File: src/rtl/i2c_qbit_pkg.sv
package i2c_qbit_pkg;

    typedef enum logic [1:0] {
        OP_START = 2'd0,
        OP_STOP  = 2'd1,
        OP_WRITE = 2'd2,
        OP_READ  = 2'd3
    } op_e;

    typedef enum logic [2:0] {
        S_IDLE,
        S_START,
        S_STOP,
        S_WBIT,
        S_WACK,
        S_RBIT,
        S_RACK
    } phase_e;

    localparam int BITS   = 8;
    localparam int BIT_W  = $clog2(BITS);
    localparam int SLOT_W = 3;

    // quarter slot in which the sampled SDA is taken (at its closing tick)
    localparam logic [SLOT_W-1:0] WACK_SAMPLE_SLOT = 3'd3;
    localparam logic [SLOT_W-1:0] RBIT_SAMPLE_SLOT = 3'd1;

    function automatic logic [SLOT_W-1:0] last_slot(input phase_e p);
        case (p)
            S_START, S_STOP, S_WBIT: last_slot = 3'd3;
            S_WACK, S_RACK:          last_slot = 3'd4;
            S_RBIT:                  last_slot = 3'd2;
            default:                 last_slot = 3'd0;
        endcase
    endfunction

endpackage

File: src/rtl/qtick_gen.sv
module qtick_gen #(
    parameter int QUARTER_CYCLES = 4
) (
    input  logic clk,
    input  logic rst_n,
    input  logic run,
    output logic tick
);
    localparam int CW = (QUARTER_CYCLES > 1) ? $clog2(QUARTER_CYCLES) : 1;
    localparam logic [CW-1:0] LAST = CW'(QUARTER_CYCLES - 1);

    logic [CW-1:0] cnt;

    assign tick = run && (cnt == LAST);

    always_ff @(posedge clk) begin
        if (!rst_n) begin
            cnt <= '0;
        end else if (!run || tick) begin
            cnt <= '0;
        end else begin
            cnt <= cnt + 1'b1;
        end
    end
endmodule

File: src/rtl/sda_sync.sv
module sda_sync #(
    parameter int STAGES = 2
) (
    input  logic clk,
    input  logic rst_n,
    input  logic d,
    output logic q
);
    logic [STAGES-1:0] ff;

    generate
        if (STAGES == 1) begin : g_one
            always_ff @(posedge clk) begin
                if (!rst_n) ff <= '1;
                else        ff <= d;
            end
        end else begin : g_chain
            always_ff @(posedge clk) begin
                if (!rst_n) ff <= '1;
                else        ff <= {ff[STAGES-2:0], d};
            end
        end
    endgenerate

    assign q = ff[STAGES-1];
endmodule

File: src/rtl/qbit_seq.sv
module qbit_seq
    import i2c_qbit_pkg::*;
(
    input  logic                clk,
    input  logic                rst_n,
    input  logic                tick,
    input  logic                cmd_valid,
    input  logic [1:0]          cmd_op,
    input  logic [BITS-1:0]     wr_byte,
    input  logic                ack_sel,
    input  logic                sda_s,
    output logic                cmd_ready,
    output logic                run,
    output logic                scl_low,
    output logic                sda_low,
    output logic [BITS-1:0]     rd_byte,
    output logic                nack
);
    localparam logic [BIT_W-1:0] LAST_BIT = BIT_W'(BITS - 1);

    phase_e            st, st_n;
    logic [SLOT_W-1:0] slot, slot_n;
    logic [BIT_W-1:0]  bitn, bitn_n;
    logic              adv;
    logic              accept;
    logic [BITS-1:0]   wsh;
    logic [BITS-1:0]   rsh;
    logic              ackr;
    logic              scl_n, sda_n;
    logic              wr_bit_low;

    assign cmd_ready  = (st == S_IDLE);
    assign run        = (st != S_IDLE);
    assign accept     = cmd_valid && cmd_ready;
    assign wr_bit_low = !wsh[BITS-1];

    // next phase, slot and bit
    always_comb begin
        st_n   = st;
        slot_n = slot;
        bitn_n = bitn;
        adv    = 1'b0;
        if (st == S_IDLE) begin
            if (cmd_valid) begin
                adv    = 1'b1;
                slot_n = '0;
                bitn_n = '0;
                unique case (op_e'(cmd_op))
                    OP_START: st_n = S_START;
                    OP_STOP:  st_n = S_STOP;
                    OP_WRITE: st_n = S_WBIT;
                    OP_READ:  st_n = S_RBIT;
                endcase
            end
        end else if (tick) begin
            adv = 1'b1;
            if (slot == last_slot(st)) begin
                slot_n = '0;
                case (st)
                    S_WBIT: begin
                        if (bitn == LAST_BIT) st_n = S_WACK;
                        else                  bitn_n = bitn + 1'b1;
                    end
                    S_RBIT: begin
                        if (bitn == LAST_BIT) st_n = S_RACK;
                        else                  bitn_n = bitn + 1'b1;
                    end
                    default: st_n = S_IDLE;
                endcase
            end else begin
                slot_n = slot + 1'b1;
            end
        end
    end

    // line script: pull-down levels for the slot being entered
    always_comb begin
        scl_n = scl_low;
        sda_n = sda_low;
        if (adv) begin
            unique case (st_n)
                S_IDLE: begin
                end
                S_START: begin
                    case (slot_n)
                        3'd0:    begin end
                        3'd1:    begin sda_n = 1'b0; end
                        3'd2:    begin scl_n = 1'b0; sda_n = 1'b0; end
                        default: begin scl_n = 1'b0; sda_n = 1'b1; end
                    endcase
                end
                S_STOP: begin
                    case (slot_n)
                        3'd0:    begin scl_n = 1'b1; end
                        3'd1:    begin scl_n = 1'b1; sda_n = 1'b1; end
                        3'd2:    begin scl_n = 1'b0; sda_n = 1'b1; end
                        default: begin scl_n = 1'b0; sda_n = 1'b0; end
                    endcase
                end
                S_WBIT: begin
                    case (slot_n)
                        3'd0:    begin scl_n = 1'b1; end
                        3'd1:    begin scl_n = 1'b1; sda_n = wr_bit_low; end
                        default: begin scl_n = 1'b0; sda_n = wr_bit_low; end
                    endcase
                end
                S_WACK: begin
                    case (slot_n)
                        3'd0:       begin scl_n = 1'b1; end
                        3'd1:       begin scl_n = 1'b1; sda_n = 1'b0; end
                        3'd2, 3'd3: begin scl_n = 1'b0; sda_n = 1'b0; end
                        default:    begin scl_n = 1'b1; sda_n = 1'b0; end
                    endcase
                end
                S_RBIT: begin
                    case (slot_n)
                        3'd0:    begin scl_n = 1'b1; sda_n = 1'b0; end
                        default: begin scl_n = 1'b0; sda_n = 1'b0; end
                    endcase
                end
                S_RACK: begin
                    case (slot_n)
                        3'd0:       begin scl_n = 1'b1; end
                        3'd1:       begin scl_n = 1'b1; sda_n = !ackr; end
                        3'd2, 3'd3: begin scl_n = 1'b0; sda_n = !ackr; end
                        default:    begin scl_n = 1'b1; sda_n = !ackr; end
                    endcase
                end
                default: begin
                end
            endcase
        end
    end

    // state register
    always_ff @(posedge clk) begin
        if (!rst_n) begin
            st   <= S_IDLE;
            slot <= '0;
            bitn <= '0;
        end else begin
            st   <= st_n;
            slot <= slot_n;
            bitn <= bitn_n;
        end
    end

    // outputs and datapath
    always_ff @(posedge clk) begin
        if (!rst_n) begin
            scl_low <= 1'b0;
            sda_low <= 1'b0;
            wsh     <= '0;
            rsh     <= '0;
            ackr    <= 1'b0;
            nack    <= 1'b0;
            rd_byte <= '0;
        end else begin
            scl_low <= scl_n;
            sda_low <= sda_n;
            if (accept) begin
                wsh  <= wr_byte;
                ackr <= ack_sel;
            end
            if (tick && st == S_WBIT && slot == last_slot(S_WBIT)) begin
                wsh <= {wsh[BITS-2:0], 1'b0};
            end
            if (tick && st == S_WACK && slot == WACK_SAMPLE_SLOT) begin
                nack <= sda_s;
            end
            if (tick && st == S_RBIT && slot == RBIT_SAMPLE_SLOT) begin
                rsh <= {rsh[BITS-2:0], sda_s};
                if (bitn == LAST_BIT) begin
                    rd_byte <= {rsh[BITS-2:0], sda_s};
                end
            end
        end
    end
endmodule

File: src/rtl/i2c_qbit_engine.sv
module i2c_qbit_engine #(
    parameter int QUARTER_CYCLES = 4,
    parameter int SYNC_STAGES    = 2
) (
    input  logic       clk,
    input  logic       rst_n,
    input  logic       cmd_valid,
    output logic       cmd_ready,
    input  logic [1:0] cmd_op,
    input  logic [7:0] wr_byte,
    input  logic       ack_sel,
    output logic [7:0] rd_byte,
    output logic       nack,
    output logic       scl_oe,
    output logic       sda_oe,
    input  logic       sda_in
);
    logic tick;
    logic run;
    logic sda_s;

    qtick_gen #(.QUARTER_CYCLES(QUARTER_CYCLES)) u_tick (
        .clk   (clk),
        .rst_n (rst_n),
        .run   (run),
        .tick  (tick)
    );

    sda_sync #(.STAGES(SYNC_STAGES)) u_sync (
        .clk   (clk),
        .rst_n (rst_n),
        .d     (sda_in),
        .q     (sda_s)
    );

    qbit_seq u_seq (
        .clk       (clk),
        .rst_n     (rst_n),
        .tick      (tick),
        .cmd_valid (cmd_valid),
        .cmd_op    (cmd_op),
        .wr_byte   (wr_byte),
        .ack_sel   (ack_sel),
        .sda_s     (sda_s),
        .cmd_ready (cmd_ready),
        .run       (run),
        .scl_low   (scl_oe),
        .sda_low   (sda_oe),
        .rd_byte   (rd_byte),
        .nack      (nack)
    );
endmodule

File: config.mk
export PLATFORM = sky130hd
export DESIGN_NAME = i2c_qbit_engine
export DESIGN_NICKNAME = d
export VERILOG_FILES = /design/src/rtl/i2c_qbit_pkg.sv /design/src/rtl/qtick_gen.sv /design/src/rtl/sda_sync.sv /design/src/rtl/qbit_seq.sv /design/src/rtl/i2c_qbit_engine.sv
export SDC_FILE = /design/constraint.sdc
export NUM_CORES = 1
export LEC_CHECK = 0
export BUFFER_PORTS_ARGS = -buffer_cell sky130_fd_sc_hd__buf_4
export CORE_ASPECT_RATIO = 0.6
export CORE_UTILIZATION = 51
export CTS_CLUSTER_DIAMETER = 100
export CTS_CLUSTER_SIZE = 8
export DETAILED_ROUTE_END_ITERATION = 7
export PLACE_DENSITY_LB_ADDON = 0.15
export SYNTH_ARGS = -nofsm -noshare
export SYNTH_HDL_FRONTEND = slang
export SYNTH_SLANG_ARGS = --single-unit
File: constraint.sdc
create_clock -name clk -period 2.18 [get_ports clk]
set_input_delay 0.218 -clock clk [delete_from_list [all_inputs] [get_ports clk]]
set_output_delay 0.218 -clock clk [all_outputs]
set_load 0.05 [all_outputs]
* Word-level counts from Yosys, hierarchy flattened
Index checks and enable logic that the tools add are counted.
** Storage, ports and cells
- Input port bits :: 15
- Word-level logic and storage cells :: 121
- Register bits after elaboration :: 40
** Operators by class
- Bitwise logic cells :: 1
- Reductions and logical operators :: 36
- Eq/ne operators :: 31
- $add $sub $neg :: 3
- Mux-type cells :: 37
** Operators by type and width (number)
- 3-bit 2-to-1 mux :: 18
- 3-bit by 2-bit equality test with 1-bit output, second input constant :: 7
- 3-bit equality test, second input constant :: 7
- 2-bit OR reduction :: 9
- 8-bit 2-to-1 mux :: 2
- 2-bit inequality test, second input constant :: 7
- 3-bit by 1-bit equality test with 1-bit output, second input constant :: 4
- 3-bit one-hot mux with 4 select lines :: 1
- 1-bit 2-to-1 mux :: 10
- 3-bit one-hot mux with 3 select lines :: 1
- 1-bit logical AND :: 8
- 2-bit nonzero test :: 4
- 7-bit AND reduction :: 1
- 3-bit by 1-bit adder with 3-bit output, second input constant :: 2
- 2-bit equality test, second input constant :: 3
- 3-bit zero test :: 2
- 1-bit one-hot mux with 6 select lines :: 1
- 3-bit one-hot mux with 2 select lines :: 1
- 6-bit nonzero test :: 1
- 5-bit AND reduction :: 1
- 1-bit one-hot mux with 2 select lines :: 2
- 1-bit one-hot mux with 4 select lines :: 1
- 4-bit nonzero test :: 1
- 3-bit equality test :: 1
- other kinds (11) :: 13

* Depth between registers and ports, before layout
Gate-level depths: netlist of the first run.
- Word-level depth :: 13
- Gate-level depth with buffers :: 11

* Hierarchy
Synthesis of the first run repeated with hierarchy kept, for this count alone.
** Unflattened totals
- Cells, all modules :: 255
- Area, all modules :: 2172.1 um^2
** By module, submodules not included
- qbit_seq :: area an instance 2035.7 um^2, seq. area each 720.7 um^2, cells an instance 245, times used 1
- qtick_gen :: area an instance 83.8 um^2, seq. area each 40.0 um^2, cells an instance 6, times used 1
- sda_sync :: area an instance 52.6 um^2, seq. area each 40.0 um^2, cells an instance 4, times used 1

* Least setup slack after synthesis of the first run
Ideal clock, no wire load.
- Path type :: register to register
- Start :: reg u_seq.bitn[0]
- End :: reg u_seq.sda_low
- Data arrival time :: 2.097 ns
- Library setup time :: 0.074 ns
- Period minus slack after synthesis :: 2.171 ns
- Path slack :: 0.009 ns
- Cell stages (with the launch flop) :: 11
- Path through :: dfxtp_1 -> ha_1 -> ha_1 -> or3b_1 -> a21boi_1 -> or2b_1 -> a2bb2oi_2 -> nand2b_1 -> o2111a_1 -> o21ai_1 -> a31oi_1
** Between the ends
- Word-level cells in the longest chain between the ends :: 9
- Elaborated cells between the ends (all ways) :: 21
- Classes of those cells :: eq/ne: 12; mux: 7; reduce/logical: 2
** Ends and longest elaborated chain
- from (decl) :: RTL line qbit_seq.sv:23 : logic [BIT_W-1:0] bitn, bitn_n;
- from (signal assigned) :: RTL line qbit_seq.sv:144 : bitn <= bitn_n;
- 3-bit equality test * :: RTL line qbit_seq.sv:61, qbit_seq.sv:65
- 3-bit 2-to-1 mux, on equally long branches :: RTL line qbit_seq.sv:65, qbit_seq.sv:61
- 3-bit one-hot mux with 2 select lines * :: RTL line qbit_seq.sv:59 : case (st)
- 3-bit 2-to-1 mux * :: RTL line qbit_seq.sv:57 : if (slot == last_slot(st)) begin
- 3-bit 2-to-1 mux * :: RTL line qbit_seq.sv:55 : end else if (tick) begin
- 3-bit 2-to-1 mux * :: RTL line qbit_seq.sv:43 : if (st == S_IDLE) begin
- 3-bit by 1-bit equality test with 1-bit output, or another cell as far along :: RTL line qbit_seq.sv:81 : unique case (st_n)
- 6-bit nonzero test (no line) or 2-bit inequality test (tied branches)
- 7-bit AND reduction (no line)
- to (signal assigned) :: RTL line qbit_seq.sv:160 : sda_low <= sda_n;
- to (decl) :: RTL line qbit_seq.sv:15 : output logic sda_low,
Every way passes the cells marked *; elsewhere a longest branch is shown, timed or not.
A chain may end at the register's enable or synchronous reset.

* Worst setup path in the final report of the first run
Same ends and word-level chain as after synthesis.

==> qor.txt, run 1 <==
die width = 84.5 microns
Synth warnings = 0
register area share after synthesis = 0.384
worst r2r src = u_seq.bitn[0]
Worst Hold Depth = 2
H-tree levels = 2
run status = finished with violations
Critical Path Start Type = flip-flop
Power Density = 631 nW/um^2
Antenna Nets Post-Route = 0
share of the synthesized area in the top cell type = 0.384
layout cell share with drive strength beyond 1 = 0.325
failing checks = DRC, setup timing
gr usage total = 0.261
die area = 4360 sq um
final setup vio count = 2
final hold violations = 0
relative slew slack = 0.595
cell accounting for the most synthesized area = dfxtp_1
Clock Tree Buf Depth = 2
largest net degree at the start of global routing = 21
final worst-path cycle share = 1.02
Synth Register Bits = 40
worst setup margin = -45.4 ps
CTS tree = done
# rows = 17
Crit. End Element = flip-flop
I/O Buffers = 26
Final HPWL DP = 3.66 mm
Main synth FF type = dfxtp_1
Async SR Flop Fraction = 0
Sw Pwr = 0.473 mW
GRT overflow = 0
Num CTS Buffers = 5
sw frac = 0.271
Worst Hold Class = primary input to flip-flop
unrepaired setup endpoints after global routing = true
number of enable flip-flop cells after synthesis = 0
Design Area, Final = 2770 sq um
Pwr Total = 1.75 mW
clk_skew = 7.45 ps
syn_area_per_cell = 8.44 sq um
Clk Latency, worst-skew pair = 300 ps
routed vias/inst = 5.52
maxcap violations = 0
Worst Max-Slew Pin Slew = 604 ps
DRC viols = 2
routed length per instance = 14.4 microns
maximum VDD drop = 0.000352 V
synth top area cells = dfxtp_1 38%, nand2_1 7.0%, nor2_1 5.6%
r2r setup slk = -50 ps
syn_nets = 270
pre-CTS setup slack = -125 ps
worst path cell trace = ha_4 -> ha_4 -> or3b_4 -> a21boi_4 -> or2b_1 -> a2bb2oi_4 -> nand2b_4 -> o2111a_1 -> o21ai_1 -> a31oi_1
final setup TNS = -56.3 ps
Syn Std Cell Area = 2080 sq um
initial antenna violation count = 0
synthesized instance count = 247
Initial Util = 0.551
Top cell by count, worst path = ha_4
Leakage = 1.10 nW
worst reg2reg path depth = 10
max-slew violation count = 0
internal power = 1.27 mW
CTS Root Cell = clkbuf_8
Hold EP = u_sync.ff[0]
combinational fraction of design power = 0.214
placed instance area = 2530 sq um
synth unique cells = 55
top achievable clock speed = 449 MHz
crit-path max cell delay = 380 ps
drt total wl = 5.07 mm
R2R Path End = u_seq.sda_low
Layout Utilization = 0.731
Final #Nets = 327
Worst EP required = 2400 ps
initial DRC count = 106
CP max-delay cell = or3b_4
diode count = 0
vias in the first global route = 1839
Setup CP Type = flip-flop to flip-flop
Final min period = 2230 ps
total number of vias = 1944
Seq pwr share = 0.446
Core Area = 3790 sq um
clock power share = 0.340
worst endpoint data arrival time = 2450 ps
FILL cells = 290
gp weighted congestion = 0.889
hold_sp = sda_in
drt pass-1 iters = 6
top-level I/O count = 27
CP max FO = 4
first-pass GRT wire length = 8.70 mm
Clock Pin Slew Worst Setup and Hold Paths = 70 ps
die span in y = 51.5 microns
clk sink count = 40
cts hold-fix bufs = 0
P&R area growth vs syn = 32.8%
critical path: cells and delay by family, from the launching register on:
kind	cells	cell delay, ps
DFF	1	340
adders and majority gates	2	320
and+or+nand+nor	3	720
AOI/OAI and AO/OA	5	790
cell families (layout without fill, tap and decap cells):
family	count (synthesis)	count (layout)	share of synthesized area
compound gates	53	53	0.199
xor+xnor	2	2	0.00840
fa+ha+maj	8	8	0.0480
flops	40	40	0.384
simple gates	117	117	0.282
mux	8	8	0.0384
buf+inv	19	77	0.0402
routing by layer:
| metal | wire (microns) | part of all wire | global-route usage | vias to the layer above |
|---|---|---|---|---|
| met2 | 2070 | 0.41 | 0.382 | 65 |
| met1 | 2480 | 0.49 | 0.355 | 886 |
| li1 | - | - | - | 988 |
| met5 | 0 | 0 | 0 | - |
| met3 | 474 | 0.094 | 0.0952 | 5 |
| met4 | 45 | 0.0089 | 0.0932 | 0 |
Yosys cell counts, drive strengths merged (5+ instances only):
master	number
ha	8
a311oi	7
dfxtp	40
nand3	13
buf	5
nor3	6
mux2i	8
nand2b	7
nand2	39
o21ai	5
nor2	32
a21oi	17
clkbuf	8
a22oi	5
layout make-up:
type                    instances  area (sq um)  share of cell area
multi-input cells             188          1290               0.466
flip-flops and latches         40           807               0.292
repair buffers                 63           480               0.174
clock buffers                   6          72.6              0.0262
well taps                      47          58.8              0.0212
clock inverters                 2          35.0              0.0127
inverters                       6          23.8             0.00859
what timing repair did:
item                                    in CTS  in global routing
gates resized for setup                     12                 10
buffers inserted                             2                  1
pin swaps                                    6                 10
hold endpoints to repair                     0                  0
cloned                                       0                  0
endpoints found under the setup margin       4                  5
cells in the final DEF (no fill, tap or decap), drive strengths merged, types with 2 or more instances in the layout:
master   n
buf     63
nor3     6
o21a     2
nand3   13
xor2     2
nor4     2
a31oi    2
o211a    2
a22oi    5
nand2b   7
a311oi   7
nand2   39
mux2i    8
clkinv   3
dfxtp   40
o21ai    5
or3b     2
inv      4
o211ai   3
clkbuf   6
nor2b    4
ha       8
a21oi   17
a22o     2
nor2    32
and2     3
power by group through the flow:
stage | Clock, mW | Sequential (mW) | Combinational (mW)
finish | 0.593 | 0.779 | 0.374
global route | 0.643 | 0.782 | 0.407
CTS | 0.605 | 0.778 | 0.349
detailed placement | 0 | 0.794 | 0.322
global placement | 0 | 0.794 | 0.318
floorplan | 0 | 0.794 | 0.197
per-stage QoR:
stage          hold WS, ps  instances
6_report               118        352
5_1_grt                124        352
3_5_place_dp           392        341
2_1_floorplan          291        247
3_3_place_gp           394        341
4_1_cts                105        351
sequential cells by signal, summed over array words and instances, names as in the netlist:
signal,cells
u_seq.ackr,1
u_seq.bitn,3
u_seq.nack,1
u_seq.rd_byte,8
u_seq.rsh,7
u_seq.scl_low,1
u_seq.sda_low,1
u_seq.slot,3
u_seq.st,3
u_seq.wsh,8
u_sync.ff,2
u_tick.cnt,2
worst max-delay path by stage:
stage / startpoint / endpoint / slack [ps] / depth (start not counted)
after CTS: u_seq.bitn[0] / u_seq.sda_low / -40 / 10
final: u_seq.bitn[0] / u_seq.sda_low / -50 / 10
after global routing: u_seq.bitn[0] / u_seq.sda_low / -140 / 10
after floorplan: u_seq.bitn[0] / u_seq.sda_low / 9 / 10
after detailed placement: u_seq.bitn[0] / u_seq.sda_low / -130 / 10
after global placement: u_seq.bitn[0] / u_seq.sda_low / -40 / 10
Note: power is estimated with default switching activity, not from simulation.
==> inputs of run 2 (changes only) <==
MAX_ROUTING_LAYER = met4   (was not set)
==> run 2 against run 1 <==
Effect of this change:
- the run still ends with DRC, setup timing left
- routed wire length grew 2.3%
- largest cell class unchanged
- clock power grew 1%
- largest power group unchanged
- clock-buffer cell count is the same
- total power shrank 0.13%
- critical endpoint unchanged
- design area is essentially flat
- core utilization shrank 0.066 points
- critical path depth is the same
- final cell count shrank 0.57%
- die area is the same
==> qor.txt, run 2 (same netlist as run 1, synthesis figures left out) <==
Worst Max-Slew Pin Slew = 466 ps
Core Area = 3790 sq um
Clock Pin Slew Worst Setup and Hold Paths = 80 ps
initial DRC count = 136
routed vias/inst = 5.61
H-tree levels = 2
CTS tree = done
largest net degree at the start of global routing = 30
worst endpoint data arrival time = 2440 ps
GRT overflow = 0
final setup vio count = 1
Antenna Nets Post-Route = 0
maxcap violations = 0
Worst Hold Class = primary input to flip-flop
top achievable clock speed = 452 MHz
Clock Tree Buf Depth = 2
final hold violations = 0
clk_skew = 3.87 ps
CTS Root Cell = clkbuf_8
most common cell after layout, fill and taps aside = buf_4
vias in the first global route = 1781
drt total wl = 5.19 mm
gr usage total = 0.266
# rows = 17
Setup CP Type = flip-flop to flip-flop
maximum VDD drop = 0.000336 V
I/O Buffers = 26
Leakage = 1.10 nW
DRC viols = 2
initial antenna violation count = 0
# placed instances = 340
routed length per instance = 14.8 microns
P&R area growth vs syn = 32.7%
failing checks = DRC, setup timing
Final #Nets = 325
Top Registers = u_seq.rd_byte (8), u_seq.wsh (8), u_seq.rsh (7)
worst setup margin = -31.3 ps
die area = 4360 sq um
Critical Path Start Type = flip-flop
Final HPWL DP = 3.83 mm
relative slew slack = 0.689
CP max FO = 5
die width = 84.5 microns
Final min period = 2210 ps
layout cell share with drive strength beyond 1 = 0.317
clk sink count = 40
Initial Util = 0.551
most frequent cells in the layout = 61 x buf_4, 39 x nand2_1, 34 x dfxtp_1, 31 x nor2_1, 16 x a21oi_1
fin cells = 350
Power Density = 631 nW/um^2
total number of vias = 1963
die span in y = 51.5 microns
run status = finished with violations
unrepaired setup endpoints after global routing = true
first-pass GRT wire length = 8.49 mm
final setup TNS = -31.3 ps
top-level I/O count = 27
Clk Latency, worst-skew pair = 300 ps
gp weighted congestion = 0.912
diode count = 0
r2r setup slk = -30 ps
max-slew violation count = 0
Num CTS Buffers = 5
Crit. End Element = flip-flop
Worst EP required = 2400 ps
final worst-path cycle share = 1.01
drt pass-1 iters = 6
run 2: worst max-delay path: stages (launching register included):
cell and delay [ps]:
dfxtp_2 340, ha_4 160, ha_4 150, or3b_4 380, a21boi_4 190, or2b_1 170
a2bb2oi_4 210, nand2b_4 170, o2111a_1 190, o21ai_1 60, a31oi_1 140
run 2: repair_timing:
action,4_1_cts,5_1_grt
endpoints found under the setup margin,5,5
resized for setup,15,8
setup buffers,0,2
hold buffers,0,0
pin swaps,4,6
run 2: routing by layer:
| metal | up-vias | share of wire | GRT usage |
|---|---|---|---|
| met5 | - | 0 | - |
| met4 | 0 | 0.0096 | 0.0847 |
| met3 | 6 | 0.062 | 0.0683 |
| met2 | 52 | 0.42 | 0.397 |
| met1 | 920 | 0.51 | 0.356 |
| li1 | 985 | - | - |
run 2: path summary, 6_finish.rpt:
check                      from  depth (start not counted)            end
hold / removal           sda_in                          2   u_sync.ff[0]
setup reg to reg  u_seq.bitn[0]                         10  u_seq.sda_low
hold reg to reg    u_sync.ff[0]                          1   u_sync.ff[1]
setup / recovery  u_seq.bitn[0]                         10  u_seq.sda_low
run 2: stage by stage:
step / utilization / hold WS, ps / setup slack (ps) / power (mW) / cell area [sq um]
global route: 0.730 / 130 / -122 / 1.82 / 2770
finish: 0.730 / 119 / -31.3 / 1.74 / 2770
detailed placement: 0.667 / 411 / -127 / 1.12 / 2530
floorplan: - / 291 / 8.69 / 0.991 / 2080
global placement: 0.667 / 393 / -40.6 / 1.12 / 2530
CTS: 0.718 / 117 / -48.2 / 1.74 / 2720
run 2: area by class of cell:
class | count | area [sq um]
Multi-Input combinational cell | 188 | 1300
Fill cell | 284 | 1020
Sequential cell | 40 | 813
Timing Repair Buffer | 61 | 458
Clock buffer | 6 | 72.6
Tap cell | 47 | 58.8
Clock inverter | 2 | 35.0
Inverter | 6 | 23.8
run 2: where the power goes:
part / leakage, nW / switching (mW) / total, mW / internal, mW
sequential: 0.328 / 0.0251 / 0.781 / 0.756
combinational: 0.712 / 0.192 / 0.362 / 0.170
clock: 0.0552 / 0.261 / 0.601 / 0.340
